`config.mk`:
```
export PLATFORM = sky130hd
export DESIGN_NAME = ctc_channel
export DESIGN_NICKNAME = d
export VERILOG_FILES = /design/src/rtl/ctc_pkg.sv /design/src/rtl/ctc_sync_edge.sv /design/src/rtl/ctc_prescaler.sv /design/src/rtl/ctc_wr_decode.sv /design/src/rtl/ctc_channel.sv
export SDC_FILE = /design/constraint.sdc
export NUM_CORES = 1
export LEC_CHECK = 0
export ABC_AREA = 1
export BUFFER_PORTS_ARGS = -buffer_cell sky130_fd_sc_hd__buf_4
export CORE_UTILIZATION = 58
export CTS_CLUSTER_DIAMETER = 150
export CTS_CLUSTER_SIZE = 14
export DETAILED_ROUTE_END_ITERATION = 8
export PLACE_DENSITY = 0.88
export SLEW_MARGIN = 20
export SYNTH_ARGS = -nofsm -noshare
export SYNTH_HDL_FRONTEND = slang
export SYNTH_SLANG_ARGS = --single-unit
```
`constraint.sdc`:
```
create_clock -name clk -period 2 [get_ports clk]
set_input_delay 0.1 -clock clk [delete_from_list [all_inputs] [get_ports clk]]
set_output_delay 0.1 -clock clk [all_outputs]
set_load 0.1 [all_outputs]
```
`src/rtl/ctc_pkg.sv`:
```
package ctc_pkg;

    localparam int unsigned BYTE_W = 8;

    // control word field positions
    localparam int unsigned B_IS_CTRL  = 0;
    localparam int unsigned B_STOP     = 1;
    localparam int unsigned B_TC_NEXT  = 2;
    localparam int unsigned B_WAIT_TRG = 3;
    localparam int unsigned B_RISE     = 4;
    localparam int unsigned B_LONG_PRE = 5;
    localparam int unsigned B_CNT_MODE = 6;
    localparam int unsigned B_IRQ_EN   = 7;

    typedef struct packed {
        logic irq_en;
        logic cnt_mode;
        logic long_pre;
        logic rise;
        logic wait_trg;
    } ctc_cfg_t;

    typedef struct packed {
        logic     is_tc;
        logic     is_ctrl;
        logic     is_vec;
        logic     do_stop;
        logic     do_tc_next;
        logic     bare_ctrl;
        ctc_cfg_t cfg;
    } ctc_wr_t;

    typedef struct packed {
        ctc_cfg_t          cfg;
        logic [BYTE_W-1:0] tc;
        logic [BYTE_W-1:0] cnt;
        logic [BYTE_W-1:0] vec;
        logic              run;
        logic              armed;
        logic              tc_pend;
        logic              have_tc;
        logic              zc;
        logic              irq;
    } ctc_state_t;

endpackage

```
`src/rtl/ctc_sync_edge.sv`:
```
module ctc_sync_edge #(
    parameter int unsigned STAGES = 2
) (
    input  logic clk,
    input  logic rst_n,
    input  logic async_i,
    input  logic rise_sel_i,
    output logic edge_o
);
    localparam int unsigned LAST = STAGES - 1;

    logic [STAGES-1:0] sync_d, sync_q;
    logic              prev_d, prev_q;

    generate
        for (genvar i = 0; i < STAGES; i++) begin : g_stage
            if (i == 0) begin : g_first
                assign sync_d[i] = async_i;
            end else begin : g_next
                assign sync_d[i] = sync_q[i-1];
            end
        end
    endgenerate

    always_comb begin
        prev_d = sync_q[LAST];
        if (rise_sel_i) begin
            edge_o = sync_q[LAST] & ~prev_q;
        end else begin
            edge_o = ~sync_q[LAST] & prev_q;
        end
    end

    always_ff @(posedge clk or negedge rst_n) begin
        if (!rst_n) begin
            sync_q <= '0;
            prev_q <= 1'b0;
        end else begin
            sync_q <= sync_d;
            prev_q <= prev_d;
        end
    end
endmodule

```
`src/rtl/ctc_prescaler.sv`:
```
module ctc_prescaler #(
    parameter int unsigned SHORT_DIV = 16,
    parameter int unsigned LONG_DIV  = 256
) (
    input  logic clk,
    input  logic rst_n,
    input  logic clear_i,
    input  logic en_i,
    input  logic long_i,
    output logic tick_o
);
    localparam int unsigned PW = $clog2(LONG_DIV);
    localparam logic [PW-1:0] SHORT_LAST = PW'(SHORT_DIV - 1);
    localparam logic [PW-1:0] LONG_LAST  = PW'(LONG_DIV - 1);

    logic [PW-1:0] pre_d, pre_q;
    logic [PW-1:0] limit;

    always_comb begin
        limit  = long_i ? LONG_LAST : SHORT_LAST;
        tick_o = en_i && (pre_q == limit);
        pre_d  = pre_q;
        if (clear_i) begin
            pre_d = '0;
        end else if (en_i) begin
            pre_d = tick_o ? '0 : pre_q + 1'b1;
        end
    end

    always_ff @(posedge clk or negedge rst_n) begin
        if (!rst_n) begin
            pre_q <= '0;
        end else begin
            pre_q <= pre_d;
        end
    end
endmodule

```
`src/rtl/ctc_wr_decode.sv`:
```
module ctc_wr_decode
    import ctc_pkg::*;
(
    input  logic              wr_en_i,
    input  logic [BYTE_W-1:0] data_i,
    input  logic              tc_pend_i,
    output ctc_wr_t           wr_o
);
    always_comb begin
        wr_o              = '0;
        wr_o.cfg.irq_en   = data_i[B_IRQ_EN];
        wr_o.cfg.cnt_mode = data_i[B_CNT_MODE];
        wr_o.cfg.long_pre = data_i[B_LONG_PRE];
        wr_o.cfg.rise     = data_i[B_RISE];
        wr_o.cfg.wait_trg = data_i[B_WAIT_TRG];
        if (wr_en_i) begin
            if (tc_pend_i) begin
                wr_o.is_tc = 1'b1;
            end else if (data_i[B_IS_CTRL]) begin
                wr_o.is_ctrl    = 1'b1;
                wr_o.do_stop    = data_i[B_STOP];
                wr_o.do_tc_next = data_i[B_TC_NEXT];
                wr_o.bare_ctrl  = !data_i[B_STOP] && !data_i[B_TC_NEXT];
            end else begin
                wr_o.is_vec = 1'b1;
            end
        end
    end
endmodule

```
`src/rtl/ctc_channel.sv`:
```
module ctc_channel
    import ctc_pkg::*;
#(
    parameter int unsigned SYNC_STAGES = 2,
    parameter int unsigned SHORT_DIV   = 16,
    parameter int unsigned LONG_DIV    = 256
) (
    input  logic              clk,
    input  logic              rst_n,
    input  logic              wr_en_i,
    input  logic [BYTE_W-1:0] wr_data_i,
    input  logic              irq_ack_i,
    input  logic              trig_i,
    output logic              zc_o,
    output logic              irq_o,
    output logic [BYTE_W-1:0] count_o,
    output logic [BYTE_W-1:0] vector_o
);
    localparam logic [BYTE_W-1:0] CNT_ONE = BYTE_W'(1);

    ctc_state_t state_d, state_q;
    ctc_wr_t    wr;
    logic       trg_edge;
    logic       pre_tick;
    logic       pre_clear;
    logic       pre_en;
    logic       step;
    logic       takeover;
    logic       restart;

    ctc_wr_decode u_dec (
        .wr_en_i   (wr_en_i),
        .data_i    (wr_data_i),
        .tc_pend_i (state_q.tc_pend),
        .wr_o      (wr)
    );

    ctc_sync_edge #(
        .STAGES (SYNC_STAGES)
    ) u_edge (
        .clk        (clk),
        .rst_n      (rst_n),
        .async_i    (trig_i),
        .rise_sel_i (state_q.cfg.rise),
        .edge_o     (trg_edge)
    );

    ctc_prescaler #(
        .SHORT_DIV (SHORT_DIV),
        .LONG_DIV  (LONG_DIV)
    ) u_pre (
        .clk     (clk),
        .rst_n   (rst_n),
        .clear_i (pre_clear),
        .en_i    (pre_en),
        .long_i  (state_q.cfg.long_pre),
        .tick_o  (pre_tick)
    );

    always_comb begin
        restart   = wr.is_ctrl && wr.bare_ctrl && !state_q.run
                    && !state_q.armed && state_q.have_tc;
        takeover  = wr.is_tc || (wr.is_ctrl && (wr.do_stop || wr.do_tc_next)) || restart;
        pre_en    = state_q.run && !state_q.cfg.cnt_mode;
        pre_clear = takeover;
        step      = state_q.run && (state_q.cfg.cnt_mode ? trg_edge : pre_tick) && !takeover;

        state_d    = state_q;
        state_d.zc = 1'b0;

        // trigger-started timer
        if (state_q.armed && trg_edge) begin
            state_d.run   = 1'b1;
            state_d.armed = 1'b0;
        end

        // down-count and terminal count
        if (step) begin
            if (state_q.cnt == CNT_ONE) begin
                state_d.cnt = state_q.tc;
                state_d.zc  = 1'b1;
            end else begin
                state_d.cnt = state_q.cnt - 1'b1;
            end
        end

        state_d.irq = (state_q.irq && !irq_ack_i)
                    || (step && state_q.cnt == CNT_ONE && state_q.cfg.irq_en);

        // CPU writes
        if (wr.is_vec) begin
            state_d.vec = wr_data_i;
        end
        if (wr.is_ctrl) begin
            state_d.cfg = wr.cfg;
        end
        if (wr.is_ctrl && wr.do_stop) begin
            state_d.run   = 1'b0;
            state_d.armed = 1'b0;
        end
        if (wr.is_ctrl && wr.do_tc_next) begin
            state_d.run     = 1'b0;
            state_d.armed   = 1'b0;
            state_d.tc_pend = 1'b1;
        end
        if (wr.is_tc) begin
            state_d.tc      = wr_data_i;
            state_d.cnt     = wr_data_i;
            state_d.tc_pend = 1'b0;
            state_d.have_tc = 1'b1;
            state_d.run     = state_q.cfg.cnt_mode || !state_q.cfg.wait_trg;
            state_d.armed   = !state_q.cfg.cnt_mode && state_q.cfg.wait_trg;
        end
        if (restart) begin
            state_d.cnt   = state_q.tc;
            state_d.run   = wr.cfg.cnt_mode || !wr.cfg.wait_trg;
            state_d.armed = !wr.cfg.cnt_mode && wr.cfg.wait_trg;
        end
    end

    always_ff @(posedge clk or negedge rst_n) begin
        if (!rst_n) begin
            state_q <= '0;
        end else begin
            state_q <= state_d;
        end
    end

    assign zc_o     = state_q.zc;
    assign irq_o    = state_q.irq;
    assign count_o  = state_q.cnt;
    assign vector_o = state_q.vec;

endmodule

```
Yosys cells after proc, flatten, opt, wreduce, memory -nomap -nowiden
Index checks and enable logic that the tools add are counted.
- output and inout bits: 18
- ROM bits: 0
- bits in latches: 0
- memories kept: 0
- bits in writable memories: 0
- register bits after elaboration: 46
- shift operators: 0
- div/mod/pow operators: 0
- equality and inequality tests: 2
- multiply operators: 0
- add/subtract/negate cells: 2
- order comparisons: 0
- bitwise logic cells: 4
- mux-type cells: 23
- reductions and logical operators: 38
- operators with widths (kind ; number):
    $mux W8 ; 8
    $logic_and A1 B1 Y1 ; 18
    $logic_not A1 Y1 ; 10
    $add A8 B1 Y8 const B ; 1
    $eq A8 B1 Y1 const B ; 1
    $eq A8 B8 Y1 ; 1
    $sub A8 B1 Y8 const B ; 1
    $mux W1 ; 7
    $logic_or A1 B1 Y1 ; 6
    $mux W2 ; 3
    $mux W3 ; 2
    $mux W6 ; 1
    $mux W5 ; 1
    $reduce_bool A5 Y1 ; 1
    $mux W4 ; 1
    $reduce_bool A2 Y1 ; 2
    $reduce_bool A3 Y1 ; 1
    $and A1 B1 Y1 ; 2
    $not A1 Y1 ; 2

Depth between registers and ports, before layout
- depth after elaboration: 15
- mapped depth: 12

Cells and area by module
From an unflattened synthesis, not the netlist that was laid out.
- cells, all modules: 348
- area, all modules: 2687.6 µm²
- by module, submodules not included (module ; times used ; area each (µm²) ; cells each):
    ctc_channel ; 1 ; 2014.4 ; 255
    ctc_prescaler ; 1 ; 480.5 ; 66
    ctc_sync_edge ; 1 ; 100.1 ; 9
    ctc_wr_decode ; 1 ; 92.6 ; 18

Worst setup path after synthesis
No wires, ideal clock.
- path type: register to register
- start point: reg state_q[5] (netlist bit)
- end point: reg state_q (netlist bit count_o[2])
- library setup time: 0.116 ns
- setup slack: 0.593 ns
- buffers on the path: 1
- arrival time: 1.291 ns
- stages on the path, launching flop included: 10
- required time: 1.884 ns
- cells stage by stage: dfrtp_1 > nor2_2 > nand3_4 > nor2_8 > nor2_8 > buf_6 > nand2_1 > nand3_1 > nand2_1 > nand2_1
- cells in the longest elaborated chain, start to end: 8
- elaborated cells on any way between the ends: 13
- classes of those cells: 2 x mux; 11 x reduce/logical
- ends and longest elaborated chain (item ; RTL line ; RTL):
    from (decl) ; ctc_channel.sv:21 ; ctc_state_t state_d, state_q;
    from (signal assigned) ; ctc_channel.sv:125 ; state_q <= state_d;
    $logic_not A1 Y1 ; ctc_channel.sv:61 ; restart = wr.is_ctrl && wr.bare_ctrl && !state_q.run
    $logic_and A1 B1 Y1 ; ctc_channel.sv:61 ;
    $logic_and A1 B1 Y1 (2 in a row) ; ctc_channel.sv:62 ; && !state_q.armed && state_q.have_tc;
    $logic_or A1 B1 Y1 ; ctc_channel.sv:63 ; takeover = wr.is_tc || (wr.is_ctrl && (wr.do_stop || wr.do_tc_next)) || restart;
    $logic_not A1 Y1 ; ctc_channel.sv:66 ; step = state_q.run && (state_q.cfg.cnt_mode ? trg_edge : pre_tick) && !takeover;
    $logic_and A1 B1 Y1 ; ctc_channel.sv:66 ;
    $reduce_bool A3 Y1 (no line) ; n/a ;
Parallel ways exist; a longest one is shown, timed or not.
A chain may end at the register's enable or synchronous reset.

Worst setup path in the final report
- start point: reg state_q (netlist bit count_o[1])
- end point: reg state_q (netlist bit count_o[0])
- cells in the longest elaborated chain, start to end: 5
- ends and longest elaborated chain (item ; RTL line ; RTL):
    $eq A8 B1 Y1 ; ctc_channel.sv:79 ; if (state_q.cnt == CNT_ONE) begin
    $mux W8 ; ctc_channel.sv:79 ;
    $mux W8 ; ctc_channel.sv:78 ; if (step) begin
    $mux W8 ; ctc_channel.sv:106 ; if (wr.is_tc) begin
    $mux W8 ; ctc_channel.sv:114 ; if (restart) begin
No other way between the ends. The select of a mux whose other input is x is not followed.

==> impl_metrics.py <==
metrics = {
    "finish": {
        "ff_latch_area_sq_mm": 0.001151,
        "layout_commonest_cell": "nand2_1",
        "nFillCells": 366,
        "fin_cells": 413,
        "diodes": 0,
        "final_cell_mix": "91 x nand2_1, 49 x inv_1, 46 x dfrtp_1, 41 x nand3_1, 31 x buf_4",
        "area_growth_pct": 10.49,
        "drive_above_1_share_pct": 14.68,
        "nNetsFinal": 376,
        "multi_input_area_sq_mm": 0.001132,
    },
    "sta": {
        "slew_viol_final": 0,
        "fin_hold_ws_ns": 0.06145,
        "fin_setup_tns_ns": 0,
        "min_period_over_period_pct": 88.77,
        "hold_violations": 0,
        "skew_ns": 0.008970,
        "rsz0062_at_grt": "no",
        "period_needed_ns": 1.775,
        "slew_headroom_pct": 61.91,
        "worst_pin_slew_ns": 0.5713,
        "final-setup-viol-count": 0,
        "fmax_mhz": 563.3,
        "setup_slack_ns": 0.2246,
    },
    "global_route": {
        "grt_max_degree": 47,
        "gr-total-overflow": 0,
        "gr-usage-all-layers_pct": 23.03,
        "grt_first_pass_wirelength_um": 8990,
        "grt_pass1_vias": 2028,
        "antenna_found_initial": 0,
    },
    "critical_path": {
        "cpPeakStageDelay_ns": 0.39,
        "cpMostUsedCell": "nand2_1",
        "cp.required_ns": 2.19,
        "crit_path_top_delay_cell": "dfrtp_1",
        "ff2ff_setup_slack_ns": 0.22,
        "worstSetupEndpointType": "flip-flop",
        "ff2ff_path_depth": 11,
        "critPathMaxFanout": 11,
        "critPathKind": "reg2reg",
        "r2r_start": "count_o[1]$_DFFE_PN0P_",
        "cp-start-kind": "flip-flop",
        "r2r_end": "count_o[0]$_DFFE_PN0P_",
        "crit_chain": "inv_1 -> ha_1 -> inv_1 -> nor3_1 -> nand2_1 -> inv_1 -> nand2_1 -> nand3_1 -> nand3_1 -> nand2_1 -> nand2_1",
        "arrival_ns": 1.96,
    },
    "power": {
        "power_frac_comb_pct": 49.4,
        "p_sw_share_pct": 48.80,
        "sequentialPowerShare_pct": 33.5,
        "p_int_mw": 2.036,
        "clock_power_share_pct": 17.1,
        "power_density_mw_per_mm2": 1372,
        "ir_drop_mv": 0.6886,
        "p_leak_nw": 1.558,
        "power_switching_mw": 1.940,
    },
    "die": {
        "start_util_pct": 60.26,
        "die_h_um": 69.26,
        "fp-row-count": 24,
        "core_area_sq_mm": 0.004354,
        "ios": 31,
        "die_x_um": 69.26,
        "die_area_sq_mm": 0.004797,
    },
    "place": {
        "dp_slack_ns": 0.2873,
        "io_buffers": 30,
        "dp_hpwl_um": 3724,
        "placedCellCount": 403,
        "place.gp.congestion": 0.8456,
    },
    "clock_tree": {
        "h-tree-depth": 2,
        "cts-root-buf": "clkbuf_8",
        "clock_latency_ns": 0.30,
        "cts_resized": 0,
        "cts.sinks": 46,
        "cts-buffers-inserted": 5,
        "clockBufferDepth": 2,
        "clkTransAtPathRegs_ns": 0.08,
        "cts_tree": "done",
    },
    "logic_synthesis": {
        "ys_seq_elements": 46,
        "yosysSeqAreaShare_pct": 43.87,
        "netlist_instances": 342,
        "synth_nets": 358,
        "syn_avg_cell_area_sq_um": 7.672,
        "ys_warn_count": 0,
        "synth_area_sq_mm": 0.002624,
        "yosysUniqueCellTypes": 28,
    },
    "drt": {
        "drt_pass1_iterations": 4,
        "final_antenna_net_count": 0,
        "vias": 2182,
        "viasPerCell": 5.283,
        "wl_per_cell_um": 12.29,
        "drt_iter0_drc": 121,
        "routed_wl_um": 5077,
        "drc": 0,
    },
    "worst_hold_path": {
        "hold_end": "state_q[29]$_DFFE_PN0P_",
        "hold_path_startpoint": "wr_data_i[7]",
        "min_path_type": "in2reg",
        "hold_path_depth": 3,
    },
    "run_status": {
        "status": "finished, final reports clean",
    },
    "run": {
        "max-cap-violations": 0,
    },
}
-- how the worst max path moves through the flow --
stage,from,to,cells after the start,slack (ns)
after floorplan,state_q[5]$_DFFE_PN0P_,count_o[2]$_DFFE_PN0P_,9,0.59
after global routing,count_o[1]$_DFFE_PN0P_,count_o[1]$_DFFE_PN0P_,11,0.02
after global placement,count_o[1]$_DFFE_PN0P_,count_o[5]$_DFFE_PN0P_,11,0.35
after detailed placement,count_o[1]$_DFFE_PN0P_,count_o[0]$_DFFE_PN0P_,11,0.29
final,count_o[1]$_DFFE_PN0P_,count_o[0]$_DFFE_PN0P_,11,0.22
after CTS,count_o[1]$_DFFE_PN0P_,count_o[0]$_DFFE_PN0P_,11,0.27
-- logic make-up after synthesis --
| kind of cell | after synthesis | synth area share (%) |
|---|---|---|
| flops | 46 | 43.87 |
| xor+xnor | 4 | 1.335 |
| fa+ha+maj | 3 | 1.431 |
| compound gates | 37 | 7.487 |
| simple gates | 180 | 32.90 |
| buf+inv | 72 | 12.97 |
-- final cells by class --
class	count	area share [%]
clock inverters	2	1.295
inverters	50	6.474
clock buffers	6	2.503
multi-input cells	224	39.06
well taps	52	2.244
repair buffers	33	8.718
flip-flops and latches	46	39.71
-- power by group through the flow --
stage | registers, mW | logic (mW) | clock network, mW
after floorplan | 1.30 | 1.73 | 0
after global placement | 1.34 | 1.92 | 0
after detailed placement | 1.34 | 1.95 | 0
after CTS | 1.33 | 1.96 | 0.695
after global routing | 1.37 | 2.16 | 0.731
final | 1.33 | 1.97 | 0.679
-- synth_stat cells --
library cell  count  area (sq um)
and2_4            1         8.760
nor2_2            1         6.260
inv_1            49         183.9
a21o_1            1         7.510
xor2_1            4         35.03
nor3_1            3         15.01
ha_1              3         37.54
o21ai_1           3         15.01
a21oi_1           2         10.01
nor2_1           23         86.33
or2_2             2         12.51
dfrtp_1          46          1151
nor2_8            3         60.06
buf_2             2         10.01
nand3_4           2         35.03
nand3b_1          1         7.510
o21bai_1          2         15.01
buf_4            16         120.1
buf_6             1         11.26
nand4_1           6         37.54
clkinv_1          1         3.750
nand2_1          91         341.6
nand2_2           4         25.02
nand3_1          41         205.2
o22ai_1           3         18.77
o21ai_0          26         130.1
nand2_4           2         22.52
clkbuf_1          3         11.26
-- worst max-delay path, delay by kind of cell, from the launching register on --
kind / cells / cell delay [ns]
and+or+nand+nor: 7 / 0.74
DFF: 1 / 0.39
buffers and inverters: 3 / 0.38
adders and majority gates: 1 / 0.15
-- flip-flops by register name, indices dropped and copies added, names as in the netlist --
register / count
count_o: 8
irq_o: 1
state_q: 17
u_edge.prev_q: 1
u_edge.sync_q: 2
u_pre.pre_q: 8
vector_o: 8
zc_o: 1
-- metrics by stage --
step	utilization, %	power, mW	instance area, sq um
finish	66.58	3.976	2899
detailed placement	63.59	3.293	2769
CTS	66.58	3.983	2899
floorplan	-	3.024	2624
global placement	63.59	3.251	2769
global route	66.58	4.254	2899
-- layer usage --
layer	part of all wire (%)	GRT usage, %	wire, um
met1	47	31.49	2386
met2	46	37.11	2341
met3	5.8	5.087	297
met4	1.0	6.349	51
met5	0	0	0
-- repair_timing --
action,4_1_cts,5_1_grt
hold buffers,2,0
hold endpoints to repair,47,0
buffers inserted,0,0
No activity file was read; power rests on OpenSTA's default activity.
